File: src/rtl/dma_xfer_pkg.sv
package dma_xfer_pkg;

  localparam int DW = 32;
  localparam int CW = 16;

  typedef enum logic [1:0] {
    SEL_CTRL  = 2'd0,
    SEL_COUNT = 2'd1,
    SEL_PBASE = 2'd2,
    SEL_MBASE = 2'd3
  } cfg_sel_e;

  typedef struct packed {
    logic       te_ie;
    logic       ht_ie;
    logic       tc_ie;
    logic       m2m;
    logic [1:0] prio;
    logic [1:0] msize;
    logic [1:0] psize;
    logic       minc;
    logic       pinc;
    logic       circ;
    logic       dir;
    logic       en;
  } chan_ctrl_t;

  localparam int CTRL_W = $bits(chan_ctrl_t);

  typedef enum logic [1:0] {
    ST_IDLE  = 2'd0,
    ST_READ  = 2'd1,
    ST_WRITE = 2'd2
  } xfer_state_e;

  // bytes covered by one unit of the given size code
  function automatic logic [2:0] unit_bytes(input logic [1:0] sz);
    case (sz)
      2'd0:    return 3'd1;
      2'd1:    return 3'd2;
      default: return 3'd4;
    endcase
  endfunction

  // lanes kept for a unit of the given size code
  function automatic logic [DW-1:0] unit_mask(input logic [1:0] sz);
    case (sz)
      2'd0:    return DW'(32'h0000_00FF);
      2'd1:    return DW'(32'h0000_FFFF);
      default: return '1;
    endcase
  endfunction

  // count value at which the half-way event fires
  function automatic logic [CW-1:0] half_mark(input logic [CW-1:0] reload);
    return reload >> 1;
  endfunction

endpackage

File: src/rtl/dma_addr_gen.sv
module dma_addr_gen
  import dma_xfer_pkg::*;
#(
  parameter int AW = 32
) (
  input  logic          clk,
  input  logic          rst_n,
  input  logic          load,
  input  logic [AW-1:0] base,
  input  logic          step,
  input  logic          inc,
  input  logic [1:0]    size,
  output logic [AW-1:0] ptr
);

  always_ff @(posedge clk or negedge rst_n) begin
    if (!rst_n) begin
      ptr <= '0;
    end else if (load) begin
      ptr <= base;
    end else if (step && inc) begin
      ptr <= ptr + AW'(unit_bytes(size));
    end
  end

endmodule

File: src/rtl/dma_chan_regs.sv
module dma_chan_regs
  import dma_xfer_pkg::*;
#(
  parameter int AW = 32
) (
  input  logic          clk,
  input  logic          rst_n,
  input  logic          cfg_we,
  input  logic [1:0]    cfg_sel,
  input  logic [DW-1:0] cfg_wdata,
  input  logic          unit_done,
  input  logic          bus_err,
  output chan_ctrl_t    ctrl,
  output logic [AW-1:0] pbase,
  output logic [AW-1:0] mbase,
  output logic [CW-1:0] remaining,
  output logic [CW-1:0] reload,
  output logic          start,
  output logic          count_wr_try,
  output logic          last_unit,
  output logic          wrap_now,
  output logic          half_hit
);

  logic ctrl_wr;
  logic count_wr;

  assign ctrl_wr      = cfg_we && (cfg_sel == SEL_CTRL);
  assign count_wr_try = cfg_we && (cfg_sel == SEL_COUNT);
  assign count_wr     = count_wr_try && !ctrl.en;
  assign start        = ctrl_wr && cfg_wdata[0] && !ctrl.en;

  assign last_unit = unit_done && (remaining == CW'(1));
  assign wrap_now  = last_unit && ctrl.circ && !ctrl.m2m;
  assign half_hit  = unit_done && ((remaining - CW'(1)) == half_mark(reload));

  always_ff @(posedge clk or negedge rst_n) begin
    if (!rst_n) begin
      ctrl <= '0;
    end else begin
      if (ctrl_wr) ctrl <= chan_ctrl_t'(cfg_wdata[CTRL_W-1:0]);
      if (bus_err) ctrl.en <= 1'b0;
    end
  end

  always_ff @(posedge clk or negedge rst_n) begin
    if (!rst_n) begin
      pbase <= '0;
      mbase <= '0;
    end else if (cfg_we) begin
      if (cfg_sel == SEL_PBASE) pbase <= cfg_wdata[AW-1:0];
      if (cfg_sel == SEL_MBASE) mbase <= cfg_wdata[AW-1:0];
    end
  end

  always_ff @(posedge clk or negedge rst_n) begin
    if (!rst_n) begin
      remaining <= '0;
      reload    <= '0;
    end else if (count_wr) begin
      remaining <= cfg_wdata[CW-1:0];
      reload    <= cfg_wdata[CW-1:0];
    end else if (unit_done) begin
      if (remaining == CW'(1)) remaining <= wrap_now ? reload : '0;
      else if (remaining != '0) remaining <= remaining - CW'(1);
    end
  end

endmodule

File: src/rtl/dma_xfer_fsm.sv
module dma_xfer_fsm
  import dma_xfer_pkg::*;
#(
  parameter int AW = 32
) (
  input  logic          clk,
  input  logic          rst_n,
  input  logic          en,
  input  logic          m2m,
  input  logic          preq,
  input  logic          cnt_nz,
  input  logic [AW-1:0] src_addr,
  input  logic [AW-1:0] dst_addr,
  input  logic [1:0]    src_size,
  input  logic [1:0]    dst_size,
  output logic          rd_req,
  output logic [AW-1:0] rd_addr,
  output logic [1:0]    rd_size,
  input  logic [DW-1:0] rd_data,
  input  logic          rd_ack,
  input  logic          rd_err,
  output logic          wr_req,
  output logic [AW-1:0] wr_addr,
  output logic [1:0]    wr_size,
  output logic [DW-1:0] wr_data,
  input  logic          wr_ack,
  input  logic          wr_err,
  output logic          unit_done,
  output logic          bus_err,
  output logic          busy
);

  xfer_state_e   st;
  logic          pend;
  logic          launch;
  logic [DW-1:0] data_q;

  assign launch = (st == ST_IDLE) && en && cnt_nz && (m2m || pend);

  always_ff @(posedge clk or negedge rst_n) begin
    if (!rst_n) begin
      st     <= ST_IDLE;
      data_q <= '0;
    end else begin
      case (st)
        ST_IDLE:  if (launch) st <= ST_READ;
        ST_READ: begin
          if (rd_err) begin
            st <= ST_IDLE;
          end else if (rd_ack) begin
            data_q <= rd_data & unit_mask(src_size);
            st     <= ST_WRITE;
          end
        end
        ST_WRITE: if (wr_ack || wr_err) st <= ST_IDLE;
        default:  st <= ST_IDLE;
      endcase
    end
  end

  // one-deep hold of a peripheral request
  always_ff @(posedge clk or negedge rst_n) begin
    if (!rst_n) begin
      pend <= 1'b0;
    end else if (!en || m2m) begin
      pend <= 1'b0;
    end else begin
      if (launch) pend <= 1'b0;
      if (preq)   pend <= 1'b1;
    end
  end

  assign rd_req    = (st == ST_READ);
  assign wr_req    = (st == ST_WRITE);
  assign rd_addr   = src_addr;
  assign rd_size   = src_size;
  assign wr_addr   = dst_addr;
  assign wr_size   = dst_size;
  assign wr_data   = data_q & unit_mask(dst_size);
  assign unit_done = (st == ST_WRITE) && wr_ack && !wr_err;
  assign bus_err   = ((st == ST_READ) && rd_err) || ((st == ST_WRITE) && wr_err);
  assign busy      = (st != ST_IDLE);

endmodule

File: src/rtl/dma_xfer_chan.sv
module dma_xfer_chan
  import dma_xfer_pkg::*;
#(
  parameter int AW = 32
) (
  input  logic          clk,
  input  logic          rst_n,
  input  logic          cfg_we,
  input  logic [1:0]    cfg_sel,
  input  logic [31:0]   cfg_wdata,
  output logic [15:0]   ctrl_o,
  output logic [15:0]   remaining_o,
  input  logic          periph_req,
  output logic          rd_req,
  output logic [AW-1:0] rd_addr,
  output logic [1:0]    rd_size,
  input  logic [31:0]   rd_data,
  input  logic          rd_ack,
  input  logic          rd_err,
  output logic          wr_req,
  output logic [AW-1:0] wr_addr,
  output logic [1:0]    wr_size,
  output logic [31:0]   wr_data,
  input  logic          wr_ack,
  input  logic          wr_err,
  output logic          evt_half,
  output logic          evt_done,
  output logic          evt_err
);

  localparam int NSIDE = 2;
  localparam int PSIDE = 0;
  localparam int MSIDE = 1;

  chan_ctrl_t    ctrl_q;
  logic [AW-1:0] pbase_q, mbase_q;
  logic [CW-1:0] remaining_q, reload_q;
  logic          start, count_wr_try, last_unit, wrap_now, half_hit;
  logic          unit_done, bus_err, xfer_busy, chan_en, ptr_load;

  logic [AW-1:0] side_base [NSIDE];
  logic [AW-1:0] side_ptr  [NSIDE];
  logic          side_inc  [NSIDE];
  logic [1:0]    side_size [NSIDE];

  logic [AW-1:0] src_addr, dst_addr;
  logic [1:0]    src_size, dst_size;

  dma_chan_regs #(.AW(AW)) u_regs (
    .clk          (clk),
    .rst_n        (rst_n),
    .cfg_we       (cfg_we),
    .cfg_sel      (cfg_sel),
    .cfg_wdata    (cfg_wdata),
    .unit_done    (unit_done),
    .bus_err      (bus_err),
    .ctrl         (ctrl_q),
    .pbase        (pbase_q),
    .mbase        (mbase_q),
    .remaining    (remaining_q),
    .reload       (reload_q),
    .start        (start),
    .count_wr_try (count_wr_try),
    .last_unit    (last_unit),
    .wrap_now     (wrap_now),
    .half_hit     (half_hit)
  );

  assign chan_en  = ctrl_q.en;
  assign ptr_load = start || wrap_now;

  always_comb begin
    side_base[PSIDE] = pbase_q;
    side_base[MSIDE] = mbase_q;
    side_inc[PSIDE]  = ctrl_q.pinc;
    side_inc[MSIDE]  = ctrl_q.minc;
    side_size[PSIDE] = ctrl_q.psize;
    side_size[MSIDE] = ctrl_q.msize;
  end

  for (genvar g = 0; g < NSIDE; g++) begin : g_side
    dma_addr_gen #(.AW(AW)) u_ag (
      .clk   (clk),
      .rst_n (rst_n),
      .load  (ptr_load),
      .base  (side_base[g]),
      .step  (unit_done),
      .inc   (side_inc[g]),
      .size  (side_size[g]),
      .ptr   (side_ptr[g])
    );
  end

  // direction picks which side is read
  always_comb begin
    if (ctrl_q.dir) begin
      src_addr = side_ptr[MSIDE];  src_size = side_size[MSIDE];
      dst_addr = side_ptr[PSIDE];  dst_size = side_size[PSIDE];
    end else begin
      src_addr = side_ptr[PSIDE];  src_size = side_size[PSIDE];
      dst_addr = side_ptr[MSIDE];  dst_size = side_size[MSIDE];
    end
  end

  dma_xfer_fsm #(.AW(AW)) u_fsm (
    .clk       (clk),
    .rst_n     (rst_n),
    .en        (chan_en),
    .m2m       (ctrl_q.m2m),
    .preq      (periph_req),
    .cnt_nz    (remaining_q != '0),
    .src_addr  (src_addr),
    .dst_addr  (dst_addr),
    .src_size  (src_size),
    .dst_size  (dst_size),
    .rd_req    (rd_req),
    .rd_addr   (rd_addr),
    .rd_size   (rd_size),
    .rd_data   (rd_data),
    .rd_ack    (rd_ack),
    .rd_err    (rd_err),
    .wr_req    (wr_req),
    .wr_addr   (wr_addr),
    .wr_size   (wr_size),
    .wr_data   (wr_data),
    .wr_ack    (wr_ack),
    .wr_err    (wr_err),
    .unit_done (unit_done),
    .bus_err   (bus_err),
    .busy      (xfer_busy)
  );

  always_ff @(posedge clk or negedge rst_n) begin
    if (!rst_n) begin
      evt_half <= 1'b0;
      evt_done <= 1'b0;
      evt_err  <= 1'b0;
    end else begin
      evt_half <= half_hit  && ctrl_q.ht_ie;
      evt_done <= last_unit && ctrl_q.tc_ie;
      evt_err  <= bus_err   && ctrl_q.te_ie;
    end
  end

  assign ctrl_o      = 16'(ctrl_q);
  assign remaining_o = remaining_q;

endmodule

File: config.mk
export PLATFORM = sky130hd
export DESIGN_NAME = dma_xfer_chan
export DESIGN_NICKNAME = d
export VERILOG_FILES = /design/src/rtl/dma_xfer_pkg.sv /design/src/rtl/dma_addr_gen.sv /design/src/rtl/dma_chan_regs.sv /design/src/rtl/dma_xfer_fsm.sv /design/src/rtl/dma_xfer_chan.sv
export SDC_FILE = /design/constraint.sdc
export NUM_CORES = 1
export LEC_CHECK = 0
export BUFFER_PORTS_ARGS = -buffer_cell sky130_fd_sc_hd__buf_2
export CORE_MARGIN = 3
export CORE_UTILIZATION = 30
export DETAILED_ROUTE_END_ITERATION = 10
export REMOVE_ABC_BUFFERS = 1
export SLEW_MARGIN = 20
export SYNTH_ARGS = -nofsm -noshare
export SYNTH_HDL_FRONTEND = slang
export SYNTH_SLANG_ARGS = --single-unit
File: constraint.sdc
create_clock -name clk -period 3.5 [get_ports clk]
set_input_delay 0 -clock clk [delete_from_list [all_inputs] [get_ports clk]]
set_output_delay 0 -clock clk [all_outputs]
set_load 0.005 [all_outputs]
==> summary.md <==
| Metric | Value |
|---|---|
| CTS resizes | `0` |
| NetSw | `3.53 mW` |
| Initial DRC Count | `475` |
| Async S/R FF share, synth | `100%` |
| Max-slew violations | `0` |
| Sink of the worst hold path | `u_regs.ctrl[4]` |
| Fin cells | `between 1500 and 2000` |
| Fraction of layout cells with a size suffix above 1 | `around 33%` |
| Pleak | `around 6.4 nW` |
| Post-CTS Setup Inserts | `0` |
| Max-cap violations | `0` |
| Reg power frac | `around two fifths` |
| Port bufs | `around 210` |
| Pint | `roughly 6.7 mW` |
| DP HPWL | `about 24000 µm` |
| CP Max Fanout | `8` |
| Die footprint | `approximately 0.041 mm²` |
| DRC | `0` |
| # diodes | `0` |
| Total wire length | `between 30000 and 40000 µm` |
| First-pass GRT wire length | `53600 µm` |
| Hold Path Cell Cnt | `4` |
| Final Hold Viols | `0` |
| Largest net degree at the start of global routing | `~100` |
| EDFF count, synth | `0` |
| FF-to-FF Start | `u_regs.remaining[0]` |
| Worst-Skew Late Latency | `between 0.5 and 0.6 ns` |
| Die height | `202 µm` |
| Pwr dens | `697 mW/mm²` |
| Area leader, netlist | `dfrtp_1` |
| CTS Buffer Depth | `3` |
| Worst min path class | `in2reg` |
| Worst hold start | `cfg_sel[0]` |
| Fmax | `between 300 and 400 MHz` |
| Unrepaired setup endpoints after global routing | `no` |
| Final instance area | `0.0147 mm²` |
| Rows | `71` |
| Relative max-transition margin | `31.1%` |
| Setup_tns | `0 ns` |
| Vias/cell | `approximately 5` |
| Reg2reg end | `u_fsm.st[0]` |
| CP arrival | `about 3.6 ns` |
| Sink Count | `between 200 and 250` |
| Post-synth top area share | `between 40% and 50%` |
| Synth unique cells | `70` |
| Area after DPL | `approximately 0.013 mm²` |
| Comb power frac | `between 30% and 40%` |
| Post-synthesis cell area | `~0.012 mm²` |
| Worst-margin pin slew | `1.03 ns` |
| Drt first pass iters | `5` |
| Die Wd | `roughly 200 µm` |
| CTS H-tree depth | `1` |
| CTS Root Cell | `clkbuf_16` |
| Total gr overflow | `0` |
| Total power | `a little over 10 mW` |
| Required time worst endpoint | `approximately 4 ns` |
| Synthesis-to-finish area growth | `28.0%` |
| Final setup fails | `0` |
| Status | `finished clean` |
| Post-synthesis cell count | `1142` |
| Hold Buf Count CTS | `between 70 and 80` |
| Commonest non-fill, non-tap cell in the layout | `dfrtp_1` |
| Worst r2r path cells | `8` |
| GRT Total Usage | `between 15 and 20%` |
| Most frequent cells in the layout | `212 x dfrtp_1, 208 x buf_2, 196 x nand2_1, 147 x mux2_2, 84 x o21ai_0` |
| FF-to-FF setup slack | `between 0.2 and 0.3 ns` |
| Fin nets | `between 1000 and 1500` |
| Top cells by area, synth | `dfrtp_1 46%, mux2_2 14%, nand2_1 6.4%, o21ai_0 3.7%, xor2_1 3.0%` |
| CP Class | `reg2reg` |
| Max Clock Skew | `0.00981 ns` |
| Worst setup EP type | `flop` |
| Routability cong. | `approximately 0.91` |
| Final worst path period share | `between 90% and 100%` |
| Routed WL per cell | `approximately 18 µm` |
| Initial Util | `roughly 30%` |
| Mean Syn Cell Area | `10.1 µm²` |
| I/O pins | `roughly 210` |
| Total CTS buffers | `27` |
| CORE AREA | `0.0378 mm²` |
| Sequential element share of the synthesized area | `a little under half` |
| Max VDD drop | `between 0.3 and 0.4 mV` |
| Fillers | `3753` |
| Vias in the first global route | `roughly 9300` |
| Net Sw Frac | `between 30% and 40%` |
| Post-route ant nets | `0` |
| Setup crit start kind | `flop` |
| Placed cells | `about 1800` |
| Clock share of power | `between 20 and 30%` |
| Yosys warning total | `0` |
| Reg clk slew, reported paths | `~0.06 ns` |
| Synth Register Bits | `213` |
| Top FF cell, synth | `dfrtp_1` |
| DR vias | `~9400` |
| Initial antenna violation count | `1` |
| Min Tclk post-route | `roughly 3.2 ns` |
| CTS tree | `built` |
-- sequential cells by signal (all words and copies together) (netlist names) --
register and cells:
g_side.u_ag.ptr 64, u_fsm.data_q 32, u_regs.mbase 32, u_regs.pbase 32, u_regs.reload 16, u_regs.remaining 16, u_regs.ctrl 15, u_fsm.st 2
evt_done 1, evt_err 1, evt_half 1, u_fsm.pend 1
-- worst max-delay path by stage --
stage | from | endpoint | slack [ns] | depth (start not counted)
final | u_regs.remaining[0] | u_fsm.st[0] | 0.30 | 8
after global routing | u_regs.remaining[0] | u_fsm.st[0] | 0.02 | 8
after detailed placement | u_regs.ctrl[8] | g_side[1].u_ag.ptr[22] | 0.70 | 9
after global placement | u_regs.ctrl[8] | g_side[1].u_ag.ptr[22] | 0.75 | 9
after floorplan | u_regs.remaining[6] | g_side[0].u_ag.ptr[0] | -0.27 | 5
after CTS | u_regs.remaining[0] | u_fsm.st[0] | 0.31 | 8
-- synthesized netlist by cell type, types with 6 or more instances --
cell      number
dfrtp_1      213
nand2_1      196
mux2_2       147
o21ai_0       84
nor2_1        40
xor2_1        39
xnor2_1       38
clkbuf_1      36
nand3_1       30
nor2b_1       28
a21oi_1       21
nor3_1        21
o21ai_2       20
inv_1         18
buf_4         15
buf_2         12
nand4_1       12
and3_1        11
nor4_1        10
or4_1         10
and2_1         9
a22o_1         8
ha_1           8
mux2i_1        7
or3_1          7
buf_1          6
-- worst max-delay path, cell delays in order (launching register included) --
cell           delay (ns)
dfrtp_1              0.47
inv_1                0.11
ha_1                 0.29
nor3b_1              0.46
nand2_1              0.26
or2_0                0.45
o311ai_2             0.34
o41ai_1              0.12
dlygate4sd3_1        0.57
-- power by group through the flow --
| stage | logic [mW] | registers [mW] | clock network (mW) |
|---|---|---|---|
| 5_1_grt | 3.54 | 4.24 | 3.14 |
| 2_1_floorplan | 1.90 | 3.90 | 0 |
| 3_5_place_dp | 3.13 | 4.14 | 0 |
| 3_3_place_gp | 3.10 | 4.11 | 0 |
| 6_report | 3.20 | 4.12 | 2.94 |
| 4_1_cts | 3.23 | 4.11 | 3.04 |
-- final cells by class --
type                       instances  area, µm²  share of cell area, %
multi-input combinational        834       5740                   39.0
timing repair buffer             305       2000                   13.6
sequential                       213       5330                   36.2
clock inverter                    11        171                   1.16
inverter                          18       67.6                  0.459
tap                              511        639                   4.34
clock buffer                      39        781                   5.30
-- logic make-up after synthesis --
logic type,synth area share [%]
xor+xnor,5.86
fa+ha+maj,1.22
compound gates,10.4
mux,15.0
simple gates,17.1
flops,46.3
buf+inv,4.02
other cells,0.0326
-- per-stage QoR --
| stage | worst slack (ns) | hold slack, ns | util (%) |
|---|---|---|---|
| floorplan | -0.267 | -0.296 | - |
| finish | 0.298 | 0.0650 | 39.0 |
| CTS | 0.311 | 0.0448 | 39.0 |
| global route | 0.0173 | 0.0898 | 39.0 |
| detailed placement | 0.703 | 0.187 | 34.5 |
| global placement | 0.749 | 0.177 | 34.5 |
-- routing by layer --
layer  routed length, µm  global-route usage, %
met4                 882                   4.34
met3                1970                   3.04
met2               15400                   26.0
met1               15900                   23.2
met5                   0                      0
(Power assumes the default switching activity.)
